$ cat src/rtl/gpin_dbi_pkg.sv
package gpin_dbi_pkg;

  typedef enum logic {
    EDGE_RISE = 1'b0,
    EDGE_FALL = 1'b1
  } edge_kind_e;

  // Filter period in ticks for a code, clamped to the largest exponent.
  function automatic int unsigned dbi_period(int unsigned code, int unsigned max_exp);
    int unsigned e;
    e = (code > max_exp) ? max_exp : code;
    return 32'd1 << e;
  endfunction

endpackage

$ cat src/rtl/gpin_dbi_sync.sv
module gpin_dbi_sync #(
  parameter int STAGES = 2
) (
  input  logic clk,
  input  logic rst,
  input  logic d_i,
  output logic q_o
);
  logic [STAGES-1:0] sh_q;

  always_ff @(posedge clk) begin
    if (rst) sh_q <= '1;
    else     sh_q <= {sh_q[STAGES-2:0], d_i};
  end

  assign q_o = sh_q[STAGES-1];
endmodule

$ cat src/rtl/gpin_dbi_filter.sv
module gpin_dbi_filter #(
  parameter int CNT_W = 6
) (
  input  logic             clk,
  input  logic             rst,
  input  logic             smp_i,
  input  logic             tick_i,
  input  logic [CNT_W-1:0] period_i,
  output logic             val_o,
  output logic             chg_o
);
  logic [CNT_W-1:0] cnt_q;
  logic             val_q;
  logic             differ;
  logic [CNT_W-1:0] cnt_inc;

  assign differ  = smp_i ^ val_q;
  assign cnt_inc = cnt_q + CNT_W'(1);
  assign chg_o   = differ & tick_i & (cnt_inc >= period_i);

  always_ff @(posedge clk) begin
    if (rst) begin
      val_q <= 1'b1;
      cnt_q <= '0;
    end else if (!differ) begin
      cnt_q <= '0;
    end else if (chg_o) begin
      val_q <= smp_i;
      cnt_q <= '0;
    end else if (tick_i) begin
      cnt_q <= cnt_inc;
    end
  end

  assign val_o = val_q;
endmodule

$ cat src/rtl/gpin_dbi_arm.sv
module gpin_dbi_arm #(
  parameter int CNT_W = 6
) (
  input  logic             clk,
  input  logic             rst,
  input  logic             is_out_i,
  input  logic             tick_i,
  input  logic [CNT_W-1:0] period_i,
  output logic             armed_o
);
  logic [CNT_W-1:0] cnt_q;
  logic             armed_q;
  logic [CNT_W-1:0] cnt_inc;

  assign cnt_inc = cnt_q + CNT_W'(1);

  always_ff @(posedge clk) begin
    if (rst || is_out_i) begin
      armed_q <= 1'b0;
      cnt_q   <= '0;
    end else if (!armed_q && tick_i) begin
      if (cnt_inc >= period_i) begin
        armed_q <= 1'b1;
        cnt_q   <= '0;
      end else begin
        cnt_q <= cnt_inc;
      end
    end
  end

  assign armed_o = armed_q;
endmodule

$ cat src/rtl/gpin_dbi_irq.sv
module gpin_dbi_irq #(
  parameter int NPINS = 16
) (
  input  logic             clk,
  input  logic             rst,
  input  logic [NPINS-1:0] pend_i,
  input  logic [NPINS-1:0] mask_i,
  output logic             irq_n_o
);
  logic irq_n_q;

  always_ff @(posedge clk) begin
    if (rst) irq_n_q <= 1'b1;
    else     irq_n_q <= ~|(pend_i & ~mask_i);
  end

  assign irq_n_o = irq_n_q;
endmodule

$ cat src/rtl/gpin_debounce_irq.sv
module gpin_debounce_irq
  import gpin_dbi_pkg::*;
#(
  parameter int NPINS       = 16,
  parameter int MAX_EXP     = 5,
  parameter int SYNC_STAGES = 2,
  parameter int SEL_W       = $clog2(MAX_EXP + 1)
) (
  input  logic             clk,
  input  logic             rst,
  input  logic [NPINS-1:0] pin_i,
  input  logic [NPINS-1:0] dir_i,
  input  logic [SEL_W-1:0] dbnc_sel_i,
  input  logic [NPINS-1:0] mask_i,
  input  logic [NPINS-1:0] edge_sel_i,
  input  logic             ms_tick_i,
  input  logic             rd_ack_i,
  output logic [NPINS-1:0] value_o,
  output logic [NPINS-1:0] pend_o,
  output logic             irq_n_o
);
  localparam int CNT_W = MAX_EXP + 1;

  logic [CNT_W-1:0] period;
  assign period = CNT_W'(dbi_period(32'(dbnc_sel_i), MAX_EXP));

  generate
    for (genvar i = 0; i < NPINS; i++) begin : g_pin
      logic smp, val, chg, armed, hit, pend_q;

      gpin_dbi_sync #(.STAGES(SYNC_STAGES)) u_sync (
        .clk(clk), .rst(rst), .d_i(pin_i[i]), .q_o(smp)
      );

      gpin_dbi_filter #(.CNT_W(CNT_W)) u_filt (
        .clk(clk), .rst(rst), .smp_i(smp), .tick_i(ms_tick_i),
        .period_i(period), .val_o(val), .chg_o(chg)
      );

      gpin_dbi_arm #(.CNT_W(CNT_W)) u_arm (
        .clk(clk), .rst(rst), .is_out_i(dir_i[i]), .tick_i(ms_tick_i),
        .period_i(period), .armed_o(armed)
      );

      // smp is the level being accepted; compare with the selected edge.
      assign hit = chg & armed & ~dir_i[i] &
                   ((edge_kind_e'(edge_sel_i[i]) == EDGE_RISE) ? smp : ~smp);

      always_ff @(posedge clk) begin
        if (rst || dir_i[i]) pend_q <= 1'b0;
        else if (hit)        pend_q <= 1'b1;
        else if (rd_ack_i)   pend_q <= 1'b0;
      end

      assign value_o[i] = val;
      assign pend_o[i]  = pend_q;
    end
  endgenerate

  gpin_dbi_irq #(.NPINS(NPINS)) u_irq (
    .clk(clk), .rst(rst), .pend_i(pend_o), .mask_i(mask_i), .irq_n_o(irq_n_o)
  );
endmodule

$ cat config.mk
export PLATFORM = sky130hd
export DESIGN_NAME = gpin_debounce_irq
export DESIGN_NICKNAME = d
export VERILOG_FILES = /design/src/rtl/gpin_dbi_pkg.sv /design/src/rtl/gpin_dbi_sync.sv /design/src/rtl/gpin_dbi_filter.sv /design/src/rtl/gpin_dbi_arm.sv /design/src/rtl/gpin_dbi_irq.sv /design/src/rtl/gpin_debounce_irq.sv
export SDC_FILE = /design/constraint.sdc
export NUM_CORES = 1
export LEC_CHECK = 0
export ABC_AREA = 1
export BUFFER_PORTS_ARGS = -buffer_cell sky130_fd_sc_hd__buf_4
export CORE_UTILIZATION = 40
export DETAILED_ROUTE_END_ITERATION = 8
export PLACE_DENSITY_LB_ADDON = 0.1
export SLEW_MARGIN = 20
export SYNTH_ARGS = -nofsm -noshare
export SYNTH_HDL_FRONTEND = slang
export SYNTH_SLANG_ARGS = --single-unit
$ cat constraint.sdc
create_clock -name clk -period 8.9 [get_ports clk]
set_input_delay 1.78 -clock clk [delete_from_list [all_inputs] [get_ports clk]]
set_output_delay 1.78 -clock clk [all_outputs]
set_load 0.02 [all_outputs]
==> run metrics, run 1 <==
outcome=complete, no violations; Gate Count Post-Synth=2472; PortBufs=103; Rows=76; Yosys reg bits=273; buffer count from post-CTS setup fixing=0; Crit. End Element=flop; DRC=0; synthesized net count=2736; post-synthesis sequential area ratio=0.309; cts repair resizes=0; final setup TNS=0 ns; final design area excluding fillers=20000 um^2; commonest non-fill, non-tap cell in the layout=nand2_1; count of final hold-check violations=0; CORE AREA=43300 um^2; synthesized area=17700 um^2; Layout Skew=0.0115 ns; grt total ovfl=0; Syn. warnings=0; clock latency on the worst-skew pair=0.54 ns; initial antenna violation count=0; RSZ-0062 raised after global routing=false; max frequency=276 MHz; top-area cell type share of the netlist area=0.309; HP Class=reg -> reg; max cap viols=0; DRT Pass-1 Iters=6; gr usage total=0.201; die width=212 um; via/cell ratio=4.83; TritonCTS clock tree=yes; Sink Count=273; clk root buf=clkbuf_16; vias in the first global route=14600; Chip Height=212 um; clock buffer depth=3; total CTS buffers=35; Syn-to-layout area delta=13.0%; layout cells sized above 1=0.100; Antenna Nets Post-Route=0; Final nets=2817; peak supply drop=0.110 mV; Fillers=4327; dpl hpwl=29700 um; ANT cells=0; Slew @ Worst Pin=0.851 ns; startpoint types=input port; Cell variety after synth=36; static leakage=9.07 nW; largest net degree at the start of global routing=60; DIE AREA=45000 um^2; final slew viol count=0; commonest cells after routing, fill and taps aside=nand2_1, inv_1, dfxtp_1, ha_1, nand3_1; first-pass GRT wire length=72400 um; post-synthesis average cell area=7.15 um^2; critical path peak fanout=32; Tmin final=3.63 ns; gpl congestion=0.824; synth top area cells=dfxtp_1, ha_1, nand2_1, inv_1, nand3_1; CTS HTree Levels=2; cell area after placement=18800 um^2; 1st-iter DRT viols=663; pwr dens=150 nW/um^2; Routed wire per std cell=14.0 um; CTS Hold Buffers Added=0; Vias=15300; largest area contributor in the netlist=dfxtp_1; Top Ports=104; starting density of the core=0.408; arrival time worst endpoint=4.07 ns; setup violators final=0; Critical Path RT=9.34 ns; Tcrit/Tclk final=0.407; WS Path Type=in -> reg; Clock transition at path regs=0.05 ns; WL final=44100 um; Max transition margin=0.433
-- Yosys cell counts (all sizes together) --
| cell | n |
|---|---|
| a221oi | 2 |
| o2111ai | 1 |
| inv | 336 |
| a211oi | 16 |
| xnor2 | 37 |
| nor2 | 176 |
| o21a | 14 |
| nand2 | 633 |
| xor2 | 92 |
| a31o | 1 |
| and2 | 14 |
| ha | 193 |
| buf | 48 |
| dfxtp | 273 |
| o22ai | 5 |
| o21bai | 1 |
| or2 | 32 |
| nor4 | 1 |
| clkinv | 2 |
| o21ai | 106 |
| a21boi | 4 |
| a21oi | 176 |
| nand3b | 75 |
| o211ai | 1 |
| nand4 | 33 |
| nand3 | 177 |
| clkbuf | 23 |
-- worst max-delay path: stages --
cell      delay, ns
buf_4          0.11
inv_1          0.15
nand2_1        0.15
nor2_4         0.09
buf_4          0.52
ha_1           0.33
o21ai_0        0.15
nand2_1        0.07
nand2_1        0.06
nand2_1        0.04
nand2_1        0.05
nand2_1        0.05
nand2_1        0.18
nand3b_1       0.12
a21oi_1        0.20
-- final timing paths --
| kind | end | depth (start not counted) | slack (ns) | startpoint |
|---|---|---|---|---|
| worst max-delay path | g_pin[12].u_arm.cnt_q[1] | 15 | 5.27 | dbnc_sel_i[1] |
| worst min-delay path | g_pin[1].u_sync.sh_q[1] | 1 | 0.41 | g_pin[1].u_sync.sh_q[0] |
| worst max register to register | g_pin[15].u_arm.cnt_q[2] | 11 | 6.82 | g_pin[15].u_arm.cnt_q[0] |
| worst min register to register | g_pin[1].u_sync.sh_q[1] | 1 | 0.41 | g_pin[1].u_sync.sh_q[0] |
-- per-layer routing --
metal	track usage	vias up	wire length [um]
met2	0.347	216	20500
li1	-	8139	-
met4	0.0715	0	1170
met1	0.249	6851	20500
met3	0.0360	67	1980
met5	0	-	0
-- cell families after synthesis --
logic type / Yosys count / share of synthesized area
fa+ha+maj: 193 / 0.137
compound gates: 327 / 0.102
simple gates: 1141 / 0.291
xor+xnor: 129 / 0.0640
flops: 273 / 0.309
buf+inv: 409 / 0.0969
-- area by class of cell --
class                           count  area, um^2  share of cell area
Sequential cell                   273        5470               0.274
Inverter                          338        1270              0.0637
Clock inverter                     10        80.1             0.00401
Multi-Input combinational cell   1790       10500               0.526
Tap cell                          585         732              0.0367
Timing Repair Buffer              115         863              0.0433
Clock buffer                       52        1040              0.0522
-- flip-flops by register name (all words and copies together) (netlist names) --
name,count
g_pin.pend_q,16
g_pin.u_arm.armed_o,16
g_pin.u_arm.cnt_q,96
g_pin.u_filt.cnt_q,96
g_pin.u_filt.val_o,16
g_pin.u_sync.sh_q,32
u_irq.irq_n_o,1
-- metrics by stage --
stage / setup slack, ns / hold slack (ns) / total power [mW] / utilization / instances
global placement: 4.79 / 0.393 / 1.63 / 0.435 / 3101
finish: 5.27 / 0.408 / 3.00 / 0.461 / 3163
detailed placement: 4.73 / 0.393 / 1.63 / 0.435 / 3101
global route: 5.06 / 0.419 / 3.14 / 0.461 / 3163
CTS: 5.29 / 0.410 / 3.05 / 0.461 / 3163
floorplan: 4.40 / 0.389 / 1.52 / - / 2472
-- where the power goes --
group          switching [mW]  internal [mW]  total (mW)
sequential             0.0217           1.25        1.27
clock                   0.555          0.838        1.39
combinational           0.216          0.119       0.335
Note: power is estimated with default switching activity, not from simulation.
==> inputs of run 2 (changes only) <==
clock period = 3.2 ns   (was 8.9 ns; I/O delays follow)
==> run metrics, run 2 (synthesis gave the netlist of run 1 again) <==
1st-iter DRT viols=703 (+6.0%); vias in the first global route=14400 (-1.2%); pwr dens=425 nW/um^2 (+180%); Layout Skew=0.0223 ns (+0.0109 ns); Tcrit/Tclk final=0.666; RSZ-0062 raised after global routing=false; CTS HTree Levels=2 (unchanged); DIE AREA=45000 um^2 (unchanged); PortBufs=103 (unchanged); Max transition margin=0.532 (+0.0987); crit-path leading delay family=simple AND/OR/NAND/NOR gates; starting density of the core=0.408 (unchanged); ANT cells=0 (unchanged); DRT Pass-1 Iters=7 (+1); Antenna Nets Post-Route=0 (unchanged); startpoint types=input port; gpl congestion=0.858 (+4.1%); Finished Layout Cells=3174 (+0.35%); count of final hold-check violations=0 (unchanged); Slew @ Worst Pin=0.703 ns (-0.148 ns); HP Class=in -> reg; clock buffer depth=3 (unchanged); Top cell by count, worst path=nand2_1; WS Path Type=in -> reg; setup violators final=0 (unchanged); clk root buf=clkbuf_16; Critical Path RT=3.63 ns (-5.71 ns); Tmin final=2.13 ns; final slew viol count=0 (unchanged); via/cell ratio=4.87 (+0.77%); crit path cell chain=buf_4 -> inv_1 -> nand2_1 -> nor2_4 -> buf_12 -> ha_1 -> o21ai_0 -> nand2_1 -> nand2_1 -> nand2_1 -> nand2_1 -> nand2_1 -> nand2_1 -> nand2_1 -> a21oi_1 -> nor2_1; gr usage total=0.202 (+0.00106); DRC=0 (unchanged); grt total ovfl=0 (unchanged); initial antenna violation count=0 (unchanged); Critical Path Max Stage Delay=0.27 ns (-0.25 ns); first-pass GRT wire length=72800 um (+0.57%); dpl hpwl=31400 um (+5.5%); buffer count from post-CTS setup fixing=0 (unchanged); CORE AREA=43300 um^2 (unchanged); WL final=44900 um (+1.7%); largest net degree at the start of global routing=53 (-12%); Routed wire per std cell=14.2 um (+1.4%); Clock transition at path regs=0.06 ns (about the same); commonest cells after routing, fill and taps aside=nand2_1, inv_1, dfxtp_1, ha_1, nand3_1; die width=212 um (unchanged); arrival time worst endpoint=2.56 ns (-1.51 ns); TritonCTS clock tree=yes; Crit-path slowest cell=ha_1; max cap viols=0 (unchanged); clock latency on the worst-skew pair=0.55 ns (about the same); Sink Count=273 (unchanged); Final nets=2829 (+0.43%); Rows=76 (unchanged); max frequency=469 MHz; Syn-to-layout area delta=14.4%; Fin Hold WS=0.275 ns (-0.133 ns); Crit path buffers/inverters=3 (unchanged); biggest regs=g_pin.u_arm.cnt_q x96, g_pin.u_filt.cnt_q x96, g_pin.u_sync.sh_q x32; total CTS buffers=36 (+2.9%); outcome=complete, no violations; peak supply drop=0.337 mV (+210%); commonest non-fill, non-tap cell in the layout=nand2_1; fin util=0.467 (+0.00573); Top Ports=104 (unchanged); dpl cells=3112 (+0.35%); Crit. End Element=flop; static leakage=9.20 nW (+1.4%); critical path peak fanout=32 (unchanged); final setup TNS=0 ns (unchanged); Chip Height=212 um (unchanged); layout cells sized above 1=0.105 (+0.00421); CTS Hold Buffers Added=0 (unchanged); Vias=15400 (+1.1%); cts repair resizes=0 (unchanged)
-- run 2: area by class of cell --
class,count,area [um^2]
repair buffers,126,1030
well taps,585,732
clock buffers,54,1090
fillers,4459,23100
flip-flops and latches,273,5470
multi-input cells,1790,10500
clock inverters,8,109
inverters,338,1270
-- run 2: power breakdown --
part	internal, mW	leakage [nW]	switching [mW]	total, mW
registers	3.46	2.21	0.0609	3.52
clock network	2.52	0.591	1.60	4.11
logic	0.349	6.39	0.607	0.956
total	6.33	9.20	2.26	8.59
-- run 2: metrics by stage --
stage / area, um^2 / setup WS, ns / power (mW)
4_1_cts: 20200 / 1.09 / 8.75
6_report: 20200 / 1.07 / 8.59
2_1_floorplan: 17700 / 0.349 / 4.24
3_5_place_dp: 19000 / 0.490 / 4.56
3_3_place_gp: 19000 / 0.536 / 4.55
5_1_grt: 20200 / 0.788 / 9.00
-- run 2: per-layer routing --
| metal | vias to the layer above | global-route usage | share of wire |
|---|---|---|---|
| met5 | - | 0 | 0 |
| met4 | 0 | 0.0612 | 0.021 |
| met3 | 64 | 0.0357 | 0.043 |
| met2 | 209 | 0.344 | 0.46 |
| met1 | 6997 | 0.259 | 0.47 |
| li1 | 8174 | - | - |
-- run 2: final timing paths --
kind	depth (start not counted)	start	slack (ns)	endpoint
min reg2reg	1	g_pin[0].u_sync.sh_q[0]	0.41	g_pin[0].u_sync.sh_q[1]
max reg2reg	11	g_pin[15].u_arm.cnt_q[0]	1.13	g_pin[15].u_arm.cnt_q[5]
max	16	dbnc_sel_i[1]	1.07	g_pin[5].u_arm.armed_o
min	2	pin_i[2]	0.27	g_pin[2].u_sync.sh_q[0]
==> inputs of run 3 (changes only) <==
ABC_AREA = 0   (was 1)
clock period = 1.8 ns   (was 3.2 ns; I/O delays follow)
==> run metrics, run 3 <==
outcome=finished with violations; failing checks=setup timing; synth top area cells=dfxtp_1, ha_1, xor2_1, nand2_1, nor2_1; clock latency on the worst-skew pair=0.55 ns (about the same); Critical Path RT=2.27 ns (-1.36 ns); Layout Skew=0.0119 ns (-0.0104 ns); Synth Area in XOR/XNOR=0.0869 (+0.0229); Yosys reg bits=273 (unchanged); Post-synth EDFFs=0 (unchanged); Crit-path slowest cell=a211oi_4; final design area excluding fillers=27700 um^2 (+37%); Chip Height=210 um (-1.2%); Total Power=16.6 mW (+93%); Slew @ Worst Pin=0.544 ns (-0.158 ns); count leader, synth=dfxtp_1; arrival time worst endpoint=2.70 ns (+0.14 ns); via/cell ratio=5.40 (+11%); dpl hpwl=36200 um (+16%); Tcrit/Tclk final=1.24; area of the multi-input gates=15100 um^2 (+44%); post-synthesis sequential area ratio=0.317 (+0.00759); 1st-iter DRT viols=737 (+4.8%); Fin Hold WS=0.0275 ns (-0.247 ns); Syn. warnings=0 (unchanged); setup violators final=240 (+240); largest net degree at the start of global routing=41 (-23%); synthesized net count=2296 (-16%); Async S/R FF share, synth=0 (unchanged); register area=5630 um^2 (+3.1%); gr usage total=0.247 (+0.0446); Critical Path Max Stage Delay=0.37 ns (+0.10 ns); setup ws final=-0.423 ns (-1.49 ns); top-area cell type share of the netlist area=0.317 (+0.00759); count of final hold-check violations=0 (unchanged); fin util=0.656 (+0.189); Finished Layout Cells=3117 (-1.8%); Cell variety after synth=67 (+86%); Clock transition at path regs=0.05 ns (about the same); peak supply drop=0.772 mV (+130%); Fillers=3298 (-26%); most common library cells after synthesis=dfxtp_1, nand2_1, ha_1, nor2_1, nand3_1; synthesized area=17200 um^2 (-2.4%); max cap viols=0 (unchanged); ANT cells=0 (unchanged); initial antenna violation count=1 (+1); CTS HTree Levels=2 (unchanged); mux cell area share after synthesis=0.0150 (+0.0150); first-pass GRT wire length=86800 um (+19%); Final nets=2814 (-0.53%); layout cells sized above 1=0.506 (+0.401); starting density of the core=0.408 (about the same); clk root buf=clkbuf_16; vias in the first global route=16700 (+16%); DRC=0 (unchanged); PortBufs=103 (unchanged); Simple-Gate Fraction of Synth Area=0.232 (-0.0588); post-synthesis average cell area=8.48 um^2 (+19%); Sink Count=273 (unchanged); gpl congestion=0.830 (-3.3%); commonest cells after routing, fill and taps aside=buf_4, nand2_1, dfxtp_1, nor2_1, ha_1; pre-CTS worst setup slack=-0.965 ns (-1.46 ns); total CTS buffers=37 (+2.8%); Max transition margin=0.636 (+0.104); Post-Synth Adder-Cell Area=0.143 (+0.00662); pwr dens=598 nW/um^2 (+41%); Tmin final=2.22 ns; prevailing post-synth register cell=dfxtp_1; WS Path Type=reg -> reg; biggest regs=g_pin.u_arm.cnt_q x96, g_pin.u_filt.cnt_q x96, g_pin.u_sync.sh_q x32; Rows=75 (-1.3%); Top cell by count, worst path=ha_4; DIE AREA=43900 um^2 (-2.4%); startpoint types=flop; cell area after placement=21300 um^2 (+12%); grt total ovfl=0 (unchanged); final slew viol count=0 (unchanged); max frequency=450 MHz; critical path peak fanout=6 (-81%); HP Class=in -> reg; static leakage=11.0 nW (+20%); CORE AREA=42200 um^2 (-2.4%); TritonCTS clock tree=yes; Syn-to-layout area delta=60.8%; Crit. End Element=flop; DRT Pass-1 Iters=5 (-2); post-synthesis compound-gate area fraction=0.166 (+0.0636); largest area contributor in the netlist=dfxtp_1; Vias=16800 (+9.0%); dpl cells=2897 (-6.9%); WL final=56500 um (+26%); commonest non-fill, non-tap cell in the layout=buf_4; Gate Count Post-Synth=2032 (-18%); Routed wire per std cell=18.1 um (+28%); clock buffer depth=3 (unchanged); largest family of logic cells by synthesized area=simple AND/OR/NAND/NOR gates; RSZ-0062 raised after global routing=true; crit path cell chain=ha_4 -> ha_4 -> a2111oi_4 -> a21oi_2 -> maj3_2 -> a211oi_4 -> a22o_1; final setup TNS=-57.40 ns (-57.40 ns); Top Ports=104 (unchanged); Antenna Nets Post-Route=0 (unchanged); die width=210 um (-1.2%)
==> run 3: area by class of cell <==
type / instances / share of cell area
repair buffers: 568 / 0.177
inverters: 58 / 0.00785
well taps: 539 / 0.0243
clock buffers: 56 / 0.0397
flip-flops and latches: 273 / 0.203
clock inverters: 11 / 0.00393
multi-input cells: 1612 / 0.544
==> run 3: what timing repair did <==
item / CTS / global route
endpoints found under the setup margin: 241 / 241
endpoints found under the hold margin: 14 / 0
hold buffers: 14 / 0
gates resized for setup: 429 / 333
setup buffers: 95 / 54
pin swaps: 233 / 223
cloned: 3 / 0
==> run 3: cell families (layout without fill, tap and decap cells) <==
logic type	after synthesis	after routing
and+or+nand+nor	804	805
AOI/OAI and AO/OA	413	413
DFF	273	273
adders and majority gates	198	198
xor gates and xnor gates	171	171
buffers and inverters	148	693
muxes	25	25
==> run 3: final timing paths <==
kind              depth (start not counted)  slack, ns                     start                       end
setup / recovery                          7      -0.42  g_pin[5].u_filt.cnt_q[0]  g_pin[5].u_filt.cnt_q[1]
hold / removal                            2       0.03                 dir_i[15]  g_pin[15].u_arm.cnt_q[3]
setup reg to reg                          7      -0.42  g_pin[5].u_filt.cnt_q[0]  g_pin[5].u_filt.cnt_q[1]
hold reg to reg                           1       0.41   g_pin[3].u_sync.sh_q[0]   g_pin[3].u_sync.sh_q[1]
==> run 3: per-layer routing <==
metal | part of all wire | GRT usage
met3 | 0.041 | 0.0314
met1 | 0.44 | 0.317
met2 | 0.49 | 0.429
met4 | 0.028 | 0.0758
met5 | 0 | 0
==> run 3: where the power goes <==
part / leakage, nW / internal [mW] / switching, mW
logic: 8.16 / 1.46 / 1.50
clock network: 0.601 / 4.50 / 2.90
registers: 2.26 / 6.12 / 0.112
total: 11.0 / 12.1 / 4.51
==> run 3: worst max-delay path, delay by kind of cell (launching register included) <==
kind                     cells  cell delay (ns)
AO/OA/AOI/OAI                4             0.99
adder cells (fa/ha/maj)      3             0.84
flip-flops                   1             0.33
